$ cat src/rtl/rxr_pkg.sv
package rxr_pkg;
   typedef enum logic [2:0] {
      ST_IDLE,
      ST_DATA,
      ST_PAD,
      ST_HDR,
      ST_DONE
   } rxw_state_e;

   localparam int HDR_BYTES = 4;
   localparam int CRC_BYTES = 4;
   localparam logic [7:0] STAT_GOOD  = 8'h01;
   localparam logic [7:0] STAT_GROUP = 8'h20;
endpackage

$ cat src/rtl/rxr_space_chk.sv
module rxr_space_chk #(
   parameter int PAGE_W     = 8,
   parameter int NEED_BYTES = 1518
) (
   input  logic [PAGE_W-1:0] start_pg,
   input  logic [PAGE_W-1:0] stop_pg,
   input  logic [PAGE_W-1:0] bound_pg,
   input  logic [PAGE_W-1:0] cur_pg,
   output logic              room_ok
);
   localparam int SW      = PAGE_W + 2;
   localparam int NEED_PG = (NEED_BYTES + 255) / 256;
   localparam logic signed [SW-1:0] NEED_V = NEED_PG[SW-1:0];

   logic signed [SW-1:0] s_start, s_stop, s_bound, s_cur, free_pg;
   logic ring_ok;

   always_comb begin
      s_start = $signed(SW'(start_pg));
      s_stop  = $signed(SW'(stop_pg));
      s_bound = $signed(SW'(bound_pg));
      s_cur   = $signed(SW'(cur_pg));
      ring_ok = stop_pg > start_pg;
      if (s_cur < s_bound)
         free_pg = s_bound - s_cur;
      else
         free_pg = (s_stop - s_start) - (s_cur - s_bound);
      room_ok = ring_ok && (free_pg >= NEED_V);
   end
endmodule

$ cat src/rtl/rxr_link_calc.sv
module rxr_link_calc #(
   parameter int PAGE_W    = 8,
   parameter int LEN_W     = 16,
   parameter int CRC_BYTES = 4
) (
   input  logic [PAGE_W-1:0] base_pg,
   input  logic [LEN_W-1:0]  tot_len,
   input  logic [PAGE_W-1:0] start_pg,
   input  logic [PAGE_W-1:0] stop_pg,
   output logic [PAGE_W-1:0] next_pg
);
   localparam int W2 = PAGE_W + LEN_W;

   logic [LEN_W:0] span_b;
   logic [W2-1:0]  step_pg, raw_pg, fixed_pg;

   always_comb begin
      span_b  = {1'b0, tot_len} + (LEN_W+1)'(CRC_BYTES + 255);
      step_pg = W2'(span_b >> 8);
      raw_pg  = W2'(base_pg) + step_pg;
      if (raw_pg >= W2'(stop_pg))
         fixed_pg = raw_pg - (W2'(stop_pg) - W2'(start_pg));
      else
         fixed_pg = raw_pg;
      next_pg = PAGE_W'(fixed_pg);
   end
endmodule

$ cat src/rtl/rx_ring_writer.sv
module rx_ring_writer #(
   parameter int PAGE_W    = 8,
   parameter int LEN_W     = 16,
   parameter int MAX_FRAME = 1514,
   parameter int MIN_FRAME = 60
) (
   input  logic                clk,
   input  logic                rst_n,
   input  logic                halted,
   input  logic [PAGE_W-1:0]   start_pg,
   input  logic [PAGE_W-1:0]   stop_pg,
   input  logic [PAGE_W-1:0]   bound_pg,
   input  logic                cur_ld,
   input  logic [PAGE_W-1:0]   cur_ld_pg,
   input  logic                in_valid,
   input  logic                in_sof,
   input  logic                in_eof,
   input  logic [7:0]          in_data,
   output logic                mem_we,
   output logic [PAGE_W+7:0]   mem_addr,
   output logic [7:0]          mem_wdata,
   output logic [PAGE_W-1:0]   cur_pg,
   output logic [7:0]          rx_status,
   output logic                rx_done
);
   import rxr_pkg::*;

   localparam int ADDR_W     = PAGE_W + 8;
   localparam int NEED_BYTES = MAX_FRAME + CRC_BYTES;

   if (PAGE_W > 8) begin : g_err_page
      $error("PAGE_W must not exceed 8, the header carries one page byte");
   end
   if (LEN_W > 16 || (MAX_FRAME + 8) >= (1 << LEN_W)) begin : g_err_len
      $error("LEN_W must hold the largest length and fit the two header bytes");
   end
   if (MIN_FRAME > MAX_FRAME) begin : g_err_min
      $error("MIN_FRAME must not exceed MAX_FRAME");
   end

   rxw_state_e          state_q;
   logic [ADDR_W-1:0]   wptr_q;
   logic [LEN_W-1:0]    cnt_q;
   logic [PAGE_W-1:0]   base_pg_q;
   logic [1:0]          hidx_q;
   logic                group_q;
   logic                we_q, done_q;
   logic [ADDR_W-1:0]   addr_q;
   logic [7:0]          wdata_q;
   logic [PAGE_W-1:0]   cur_q;
   logic [7:0]          stat_q;

   logic [ADDR_W-1:0]   start_a, stop_a, first_a, data0_a;
   logic [PAGE_W-1:0]   first_pg, next_pg;
   logic                room_ok, keep_byte, short_first, short_next;
   logic [LEN_W-1:0]    cnt_nxt, tot_len;
   logic [7:0]          stat_byte, hdr_byte;
   logic [15:0]         len16;

   assign start_a  = {start_pg, 8'h00};
   assign stop_a   = {stop_pg, 8'h00};
   assign first_pg = (cur_q >= stop_pg) ? start_pg : cur_q;
   assign first_a  = {first_pg, 8'h00};
   assign data0_a  = first_a + ADDR_W'(HDR_BYTES);

   assign keep_byte = cnt_q < LEN_W'(MAX_FRAME);
   assign cnt_nxt   = cnt_q + LEN_W'(keep_byte);
   assign tot_len   = cnt_q + LEN_W'(HDR_BYTES);
   assign len16     = 16'(tot_len);
   assign stat_byte = STAT_GOOD | (group_q ? STAT_GROUP : 8'h00);

   if (MIN_FRAME > 1) begin : g_pad
      assign short_first = 1'b1;
      assign short_next  = cnt_nxt < LEN_W'(MIN_FRAME);
   end else begin : g_nopad
      assign short_first = 1'b0;
      assign short_next  = 1'b0;
   end

   rxr_space_chk #(
      .PAGE_W    (PAGE_W),
      .NEED_BYTES(NEED_BYTES)
   ) u_space (
      .start_pg(start_pg),
      .stop_pg (stop_pg),
      .bound_pg(bound_pg),
      .cur_pg  (cur_q),
      .room_ok (room_ok)
   );

   rxr_link_calc #(
      .PAGE_W   (PAGE_W),
      .LEN_W    (LEN_W),
      .CRC_BYTES(CRC_BYTES)
   ) u_link (
      .base_pg (base_pg_q),
      .tot_len (tot_len),
      .start_pg(start_pg),
      .stop_pg (stop_pg),
      .next_pg (next_pg)
   );

   function automatic logic [ADDR_W-1:0] step_addr(input logic [ADDR_W-1:0] a,
                                                   input logic [ADDR_W-1:0] lo,
                                                   input logic [ADDR_W-1:0] hi);
      logic [ADDR_W-1:0] a1;
      a1 = a + ADDR_W'(1);
      return (a1 == hi) ? lo : a1;
   endfunction

   always_comb begin
      case (hidx_q)
         2'd0:    hdr_byte = stat_byte;
         2'd1:    hdr_byte = 8'(next_pg);
         2'd2:    hdr_byte = len16[7:0];
         default: hdr_byte = len16[15:8];
      endcase
   end

   always_ff @(posedge clk or negedge rst_n) begin
      if (!rst_n) begin
         state_q   <= ST_IDLE;
         wptr_q    <= '0;
         cnt_q     <= '0;
         base_pg_q <= '0;
         hidx_q    <= '0;
         group_q   <= 1'b0;
         we_q      <= 1'b0;
         done_q    <= 1'b0;
         addr_q    <= '0;
         wdata_q   <= '0;
         cur_q     <= '0;
         stat_q    <= '0;
      end else begin
         we_q   <= 1'b0;
         done_q <= 1'b0;
         if (cur_ld) cur_q <= cur_ld_pg;
         case (state_q)
            ST_IDLE: begin
               if (in_valid && in_sof && !halted && room_ok) begin
                  we_q      <= 1'b1;
                  addr_q    <= data0_a;
                  wdata_q   <= in_data;
                  wptr_q    <= step_addr(data0_a, start_a, stop_a);
                  cnt_q     <= LEN_W'(1);
                  group_q   <= in_data[0];
                  base_pg_q <= first_pg;
                  hidx_q    <= '0;
                  if (!in_eof)          state_q <= ST_DATA;
                  else if (short_first) state_q <= ST_PAD;
                  else                  state_q <= ST_HDR;
               end
            end
            ST_DATA: begin
               if (in_valid) begin
                  if (keep_byte) begin
                     we_q    <= 1'b1;
                     addr_q  <= wptr_q;
                     wdata_q <= in_data;
                     wptr_q  <= step_addr(wptr_q, start_a, stop_a);
                  end
                  cnt_q <= cnt_nxt;
                  if (in_eof) state_q <= short_next ? ST_PAD : ST_HDR;
               end
            end
            ST_PAD: begin
               we_q    <= 1'b1;
               addr_q  <= wptr_q;
               wdata_q <= 8'h00;
               wptr_q  <= step_addr(wptr_q, start_a, stop_a);
               cnt_q   <= cnt_q + LEN_W'(1);
               if (cnt_q + LEN_W'(1) >= LEN_W'(MIN_FRAME)) state_q <= ST_HDR;
            end
            ST_HDR: begin
               we_q    <= 1'b1;
               addr_q  <= {base_pg_q, 6'b0, hidx_q};
               wdata_q <= hdr_byte;
               hidx_q  <= hidx_q + 2'd1;
               if (hidx_q == 2'd3) state_q <= ST_DONE;
            end
            ST_DONE: begin
               done_q  <= 1'b1;
               cur_q   <= next_pg;
               stat_q  <= stat_byte;
               state_q <= ST_IDLE;
            end
            default: state_q <= ST_IDLE;
         endcase
      end
   end

   assign mem_we    = we_q;
   assign mem_addr  = addr_q;
   assign mem_wdata = wdata_q;
   assign cur_pg    = cur_q;
   assign rx_status = stat_q;
   assign rx_done   = done_q;
endmodule

$ cat config.mk
export PLATFORM = sky130hd
export DESIGN_NAME = rx_ring_writer
export DESIGN_NICKNAME = d
export VERILOG_FILES = /design/src/rtl/rxr_pkg.sv /design/src/rtl/rxr_space_chk.sv /design/src/rtl/rxr_link_calc.sv /design/src/rtl/rx_ring_writer.sv
export SDC_FILE = /design/constraint.sdc
export NUM_CORES = 1
export LEC_CHECK = 0
export CAP_MARGIN = 0
export CORE_UTILIZATION = 55
export DETAILED_ROUTE_END_ITERATION = 10
export PLACE_DENSITY = 0.81
export RECOVER_POWER = 25
export SLEW_MARGIN = 25
export SYNTH_ARGS = -nofsm -noshare
export SYNTH_HDL_FRONTEND = slang
export SYNTH_HIERARCHICAL = 1
export SYNTH_SLANG_ARGS = --single-unit
$ cat constraint.sdc
create_clock -name clk -period 6.8 [get_ports clk]
set_input_delay 1.36 -clock clk [delete_from_list [all_inputs] [get_ports clk]]
set_output_delay 1.36 -clock clk [all_outputs]
set_load 0.05 [all_outputs]
# Yosys cells after proc, flatten, opt, wreduce, memory -nomap -nowiden
# Index checks and enable logic that the tools add are counted.
# classes
n_reduce_logical	18
muxes	39
order_cmp	8
eq_ne	15
add_sub_neg	15
# ops
operator	n
$mux W16	10
$pmux W16 S3	2
$pmux W16 S4	1
$mux W8	7
$add A16 B1 Y16 const B	3
$add A16 B3 Y16 const B	2
$eq A16 B16 Y1	2
$pmux W8 S4	1
$sub A8 B8 Y9	3
$pmux W8 S3	1
$add A16 B9 Y17 const B	1
$add A16 B1 Y16	1
$ge A16 B6 Y1 const B	1
$lt A16 B11 Y1 const B	1
$lt A16 B6 Y1 const B	1
$sub A8 B8 Y8	2
$mux W3	5
$ne A2 B2 Y1 const B	6
$pmux W3 S4	1
$add A8 B9 Y10	1
$ge A10 B4 Y1 const B	1
$ge A10 B8 Y1	1
$mux W10	1
$sub A10 B10 Y10	1
26 further kinds	39
# word_totals
out_inout_bits	42
reg_bits	88

# Longest topological paths before layout
# Gate-level depths: netlist of the first run.
# logic_depth
word_depth	8
depth_mapped	28

# Hierarchy
# The synthesis of the first run kept the hierarchy.
# modules_own_cells
mod	cells_each	area_per_inst_um2	n_inst	seq_area_each_um2
rx_ring_writer	714	5888.1	1	2052.0
rxr_space_chk	210	1522.7	1	0.0
rxr_link_calc	180	1357.6	1	0.0

# Least setup slack after synthesis of the first run
# OpenSTA, ideal clock, no wires.
# synth_path
path_kind	input to register
start	input port stop_pg[0]
end	register wptr_q[8]
path_buffers	1
setup_ns	0.126
arrival_time_ns	5.469
path_slack_ns	1.205
cell_stages	23
cell_sequence	inv_1 > ha_1 > inv_1 > fa_1 > a21o_1 > a21oi_1 > o21bai_1 > a21oi_1 > xnor2_1 > ha_1 > nand4_1 > o2111ai_1 > a21oi_1 > xnor2_1 > or4b_1 > a31o_1 > nand4b_1 > a21o_1 > a21oi_1 > o21ai_0 > clkbuf_1 > nor2_1 > a221o_1
# synth_between
elab_chain_len	8
elab_cells_between_ends	21
# synth_lines
item	line	source
start, declared	rx_ring_writer.sv:11	input logic [PAGE_W-1:0] stop_pg,
$sub A8 B8 Y9	rxr_space_chk.sv:27	free_pg = (s_stop - s_start) - (s_cur - s_bound);
$sub A10 B10 Y10	rxr_space_chk.sv:27	
$mux W10	rxr_space_chk.sv:24	if (s_cur < s_bound)
$ge A10 B4 Y1	rxr_space_chk.sv:28	room_ok = ring_ok && (free_pg >= NEED_V);
$logic_and A1 B1 Y1 *	rxr_space_chk.sv:28	
named net room_ok	rx_ring_writer.sv:55	logic room_ok, keep_byte, short_first, short_next;
$logic_and A1 B1 Y1 *	rx_ring_writer.sv:140	if (in_valid && in_sof && !halted && room_ok) begin
$ne A2 B2 Y1 (no source line) *	--	
$reduce_and A4 Y1 (no source line) *	--	
end signal, assigned	rx_ring_writer.sv:144	wptr_q <= step_addr(data0_a, start_a, stop_a);
end signal, assigned	rx_ring_writer.sv:160	wptr_q <= step_addr(wptr_q, start_a, stop_a);
end signal, assigned	rx_ring_writer.sv:170	wptr_q <= step_addr(wptr_q, start_a, stop_a);
end, declared	rx_ring_writer.sv:42	logic [ADDR_W-1:0] wptr_q;
# Mark *: on every way through the listed nets, which the timed path passes. The rest lies on a longest branch. The select of a mux whose other input is x is not followed.
# A chain may end at the register's enable or synchronous reset.

# Final worst setup path of the first run
# layout_path
start	input port start_pg[0]
end	register wptr_q[14]
# layout_between
elab_chain_len	8
elab_cells_between_ends	16
# layout_lines
item	line	source
start, declared	rx_ring_writer.sv:10	input logic [PAGE_W-1:0] start_pg,
$sub A8 B8 Y9	rxr_space_chk.sv:27	
$sub A10 B10 Y10	rxr_space_chk.sv:27	
$mux W10	rxr_space_chk.sv:24	
$ge A10 B4 Y1	rxr_space_chk.sv:28	
$logic_and A1 B1 Y1 *	rxr_space_chk.sv:28	
named net room_ok	rx_ring_writer.sv:55	
$logic_and A1 B1 Y1 *	rx_ring_writer.sv:140	
$ne A2 B2 Y1 (no source line) *	--	
$reduce_and A4 Y1 (no source line) *	--	
# Marked as above.

==> results of run 1 <==
## cells in the mapped netlist, types with 13 or more instances
cell,n
o21ai_0,69
ha_1,79
a221oi_1,17
nor3_1,33
nand2_1,98
nand2b_1,13
clkbuf_1,46
nand4_1,13
o21a_1,18
mux2i_1,23
xor2_1,32
a21o_1,14
nand3_1,39
xnor2_1,36
or3_1,17
a21oi_1,64
inv_1,91
dfrtp_1,82
nor2_1,94
## per-layer routing
metal / up-vias / part of all wire, %
li1: 4023 / -
met4: 0 / 2.9
met3: 67 / 8.2
met1: 4079 / 44
met2: 391 / 45
met5: - / 0
## sequential cells by signal, summed over array words and instances, names as in the netlist
signal     count
cnt_q         16
state_q        3
cur_pg         8
rx_status      2
base_pg_q      8
wptr_q        16
mem_addr      16
mem_wdata      8
hidx_q         2
rx_done        1
group_q        1
mem_we         1
## report_power, final
group	internal (mW)	total, mW	switching, mW
Combinational	1.36	3.56	2.20
Clock	0.250	0.465	0.216
Sequential	0.675	0.964	0.289
Total	2.29	4.99	2.70
## worst max-delay path: cells and delay by family
family	cells	cell delay (ns)
AOI/OAI and AO/OA	11	2.16
xor gates and xnor gates	2	0.23
adders and majority gates	3	0.94
buffers and inverters	2	0.58
and+or+nand+nor	5	1.36
## kinds of logic (layout without fill, tap and decap cells)
| group | after synthesis | after routing | share of synthesized area [%] |
|---|---|---|---|
| simple gates | 361 | 361 | 20.0 |
| flops | 82 | 82 | 23.4 |
| xor+xnor | 70 | 70 | 7.23 |
| fa+ha+maj | 91 | 91 | 14.0 |
| compound gates | 310 | 310 | 24.2 |
| other cells | 1 | 6 | 0.0428 |
| buf+inv | 159 | 204 | 7.45 |
| mux | 30 | 30 | 3.65 |
## timing repair
item / 4_1_cts / 5_1_grt
hold buffers: 0 / 0
gates resized for setup: 0 / 1
setup endpoints to repair: 0 / 11
setup buffers: 0 / 0
endpoints found under the hold margin: 0 / 0
## cell type report
cell class                      instances  area, um^2  share of cell area, %
Tap cell                              211         264                   2.66
Clock buffer                           11         233                   2.34
Inverter                               92         345                   3.48
Sequential cell                        82        2050                   20.6
Multi-Input combinational cell        868        6090                   61.3
Clock inverter                          5        37.5                  0.378
Timing Repair Buffer                   96         916                   9.22
## worst max path at each step
stage	start	to	cells after the start
3_5_place_dp	start_pg[0]	wptr_q[8]	23
6_report	start_pg[0]	wptr_q[14]	23
4_1_cts	start_pg[0]	wptr_q[8]	23
5_1_grt	cnt_q[2]	mem_wdata[7]	24
2_1_floorplan	stop_pg[0]	wptr_q[8]	23
3_3_place_gp	start_pg[0]	wptr_q[14]	22
## cells in the final DEF (no fill, tap or decap), types with 13 or more instances in the layout
cell type        instances
nand2_1                 98
nor2_1                  93
inv_1                   91
dfrtp_1                 82
clkdlybuf4s50_1         81
ha_1                    79
o21ai_0                 68
a21oi_1                 64
nand3_1                 39
xnor2_1                 36
nor3_1                  32
xor2_1                  32
mux2i_1                 23
o21a_1                  18
or3_1                   17
a221oi_1                17
a21o_1                  14
nand4_1                 13
nand2b_1                13
buf_4                   13
## per-stage QoR
| stage | hold slack [ns] | total power [mW] | util [%] | instance area [um^2] |
|---|---|---|---|---|
| finish | 0.472 | 4.99 | 64.6 | 9940 |
| detailed placement | 0.462 | 4.41 | 62.9 | 9670 |
| CTS | 0.476 | 4.91 | 64.7 | 9940 |
| global route | 0.489 | 5.35 | 64.6 | 9940 |
| global placement | 0.451 | 4.33 | 62.9 | 9670 |
| floorplan | 0.463 | 3.49 | - | 8790 |
==> impl_results.md, run 1 <==
- Run status: finished, violations left
- Failing checks: capacitance limit, slew limit
- Met3 global-route usage: 5.97%
- Hold/Removal Path Class: reg2reg
- CP Launch Type: input pin
- Mean Syn Cell Area: 7.94 um^2
- Largest net degree at the start of global routing: 60
- Vias per cell: 6.27
- Leakage: 4.32 nW
- Hpwl dp: 19500 um
- Most used cell, CP: a21oi_1
- Layout net count: 1287
- CTS Sinks: 82
- RSZ-0062 raised after global routing: false
- Top cells by area, synth: dfrtp_1, ha_1, nand2_1
- Crit end category: flop
- FFs w/ async S/R, synth: 100%
- R2r endpoint: mem_wdata[7]
- Busiest layer in global routing: met2
- Max stage delay on crit path: 0.53 ns
- Top cell type's share of synthesized area: 23.4%
- Cell count of the worst reg-to-reg path: 24
- Non-filler cells, final: 1365
- Yosys top cell by area: dfrtp_1
- Total core area: 15400 um^2
- YS warnings: 6
- Mapped Cells: 1104
- Antenna cell count: 0
- Die area: 16500 um^2
- Placed insts: 1349
- Final hold viol count: 0
- Distinct cells, synth: 94
- VDD IR max: 0.255 mV
- CTS tree: done
- Seq/Total Area, Yosys: 23.4%
- RR Startpoint: cnt_q[2]
- Starting Density: 57.0%
- Die span in y: 128 um
- Worst Path Arrival: 6.64 ns
- First-pass iteration count of the detailed router: 6
- Vias in the first global route: 7919
- Max-slew headroom: -121%
- Hold depth: 2
- CP max FO: 11
- Fill cell count: 1364
- Clk_lat worst skew: 0.36 ns
- Hold endpoint: mem_addr[5]
- WP data required: 7.07 ns
- Crit-path slowest cell: clkdlybuf4s50_1
- Routed WL: 25700 um
- Starting DRT DRC Count: 945
- CTS root buf: clkbuf_16
- Final WS setup: 0.431 ns
- Post-place setup slack: 0.0531 ns
- Max-cap violations: 1
- Pins Over Slew Limit: 60
- CP Cell Sequence: clkdlybuf4s50_1, ha_1, inv_1, fa_1, a21o_1, a21oi_1, o21bai_1, a21oi_1, xnor2_1, ha_1, nand4_1, o2111ai_1, a21oi_1, xnor2_1, or4b_1, a31o_1, nand4b_1, a21o_1, a21oi_1, o21ai_1, nor2_1, and2_1, a211oi_2
- Initial antenna violation count: 0
- Clk slew on worst S/H paths: 0.06 ns
- Post-Route Skew: 0.00986 ns
- # DRC: 0
- Share of cells above drive strength 1: 5.89%
- Max Fclk: 157 MHz
- Main synth FF type: dfrtp_1
- Minimum clock period: 6.37 ns
- Setup TNS: 0 ns
- GRT Total Usage: 32.3%
- Longest Clk Path Bufs: 2
- Routed len/inst: 18.8 um
- Mapped Area: 8770 um^2
- Met1 GRT Util: 44.6%
- Met2 Track Usage GR: 50.3%
- I/O Buffers: 82
- Setup Crit Path Kind: in2reg
- Global-route wire length before repair: 41300 um
- Endpoints failing setup: 0
- Row cnt: 45
- TritonCTS buffer count: 9
- Least-Margin Pin Slew: 3.31 ns
- Post-synth EDFFs: 0
- Period utilisation layout: 93.7%
- Hold path startpoint: mem_addr[5]
- Yosys reg bits: 82
- H-tree Lvls: 3
- Routed Antenna Nets: 0
- GRT overflow: 0
- Vias: 8560
- Io pins: 89
- Worst reg2reg setup slack: 0.55 ns
- Area growth, synth to finish: 13.3%
- Final RePlAce weighted congestion: 1.01
- Pwr dens: 502 nW/um^2
- Chip width: 128 um
(Power assumes the default switching activity.)
==> run 2: changes to the inputs <==
CTS_CLUSTER_DIAMETER = 120   (was unset)
==> results of run 2 <==
Same layout as run 1: the final DEF is identical, and so are final timing and power.
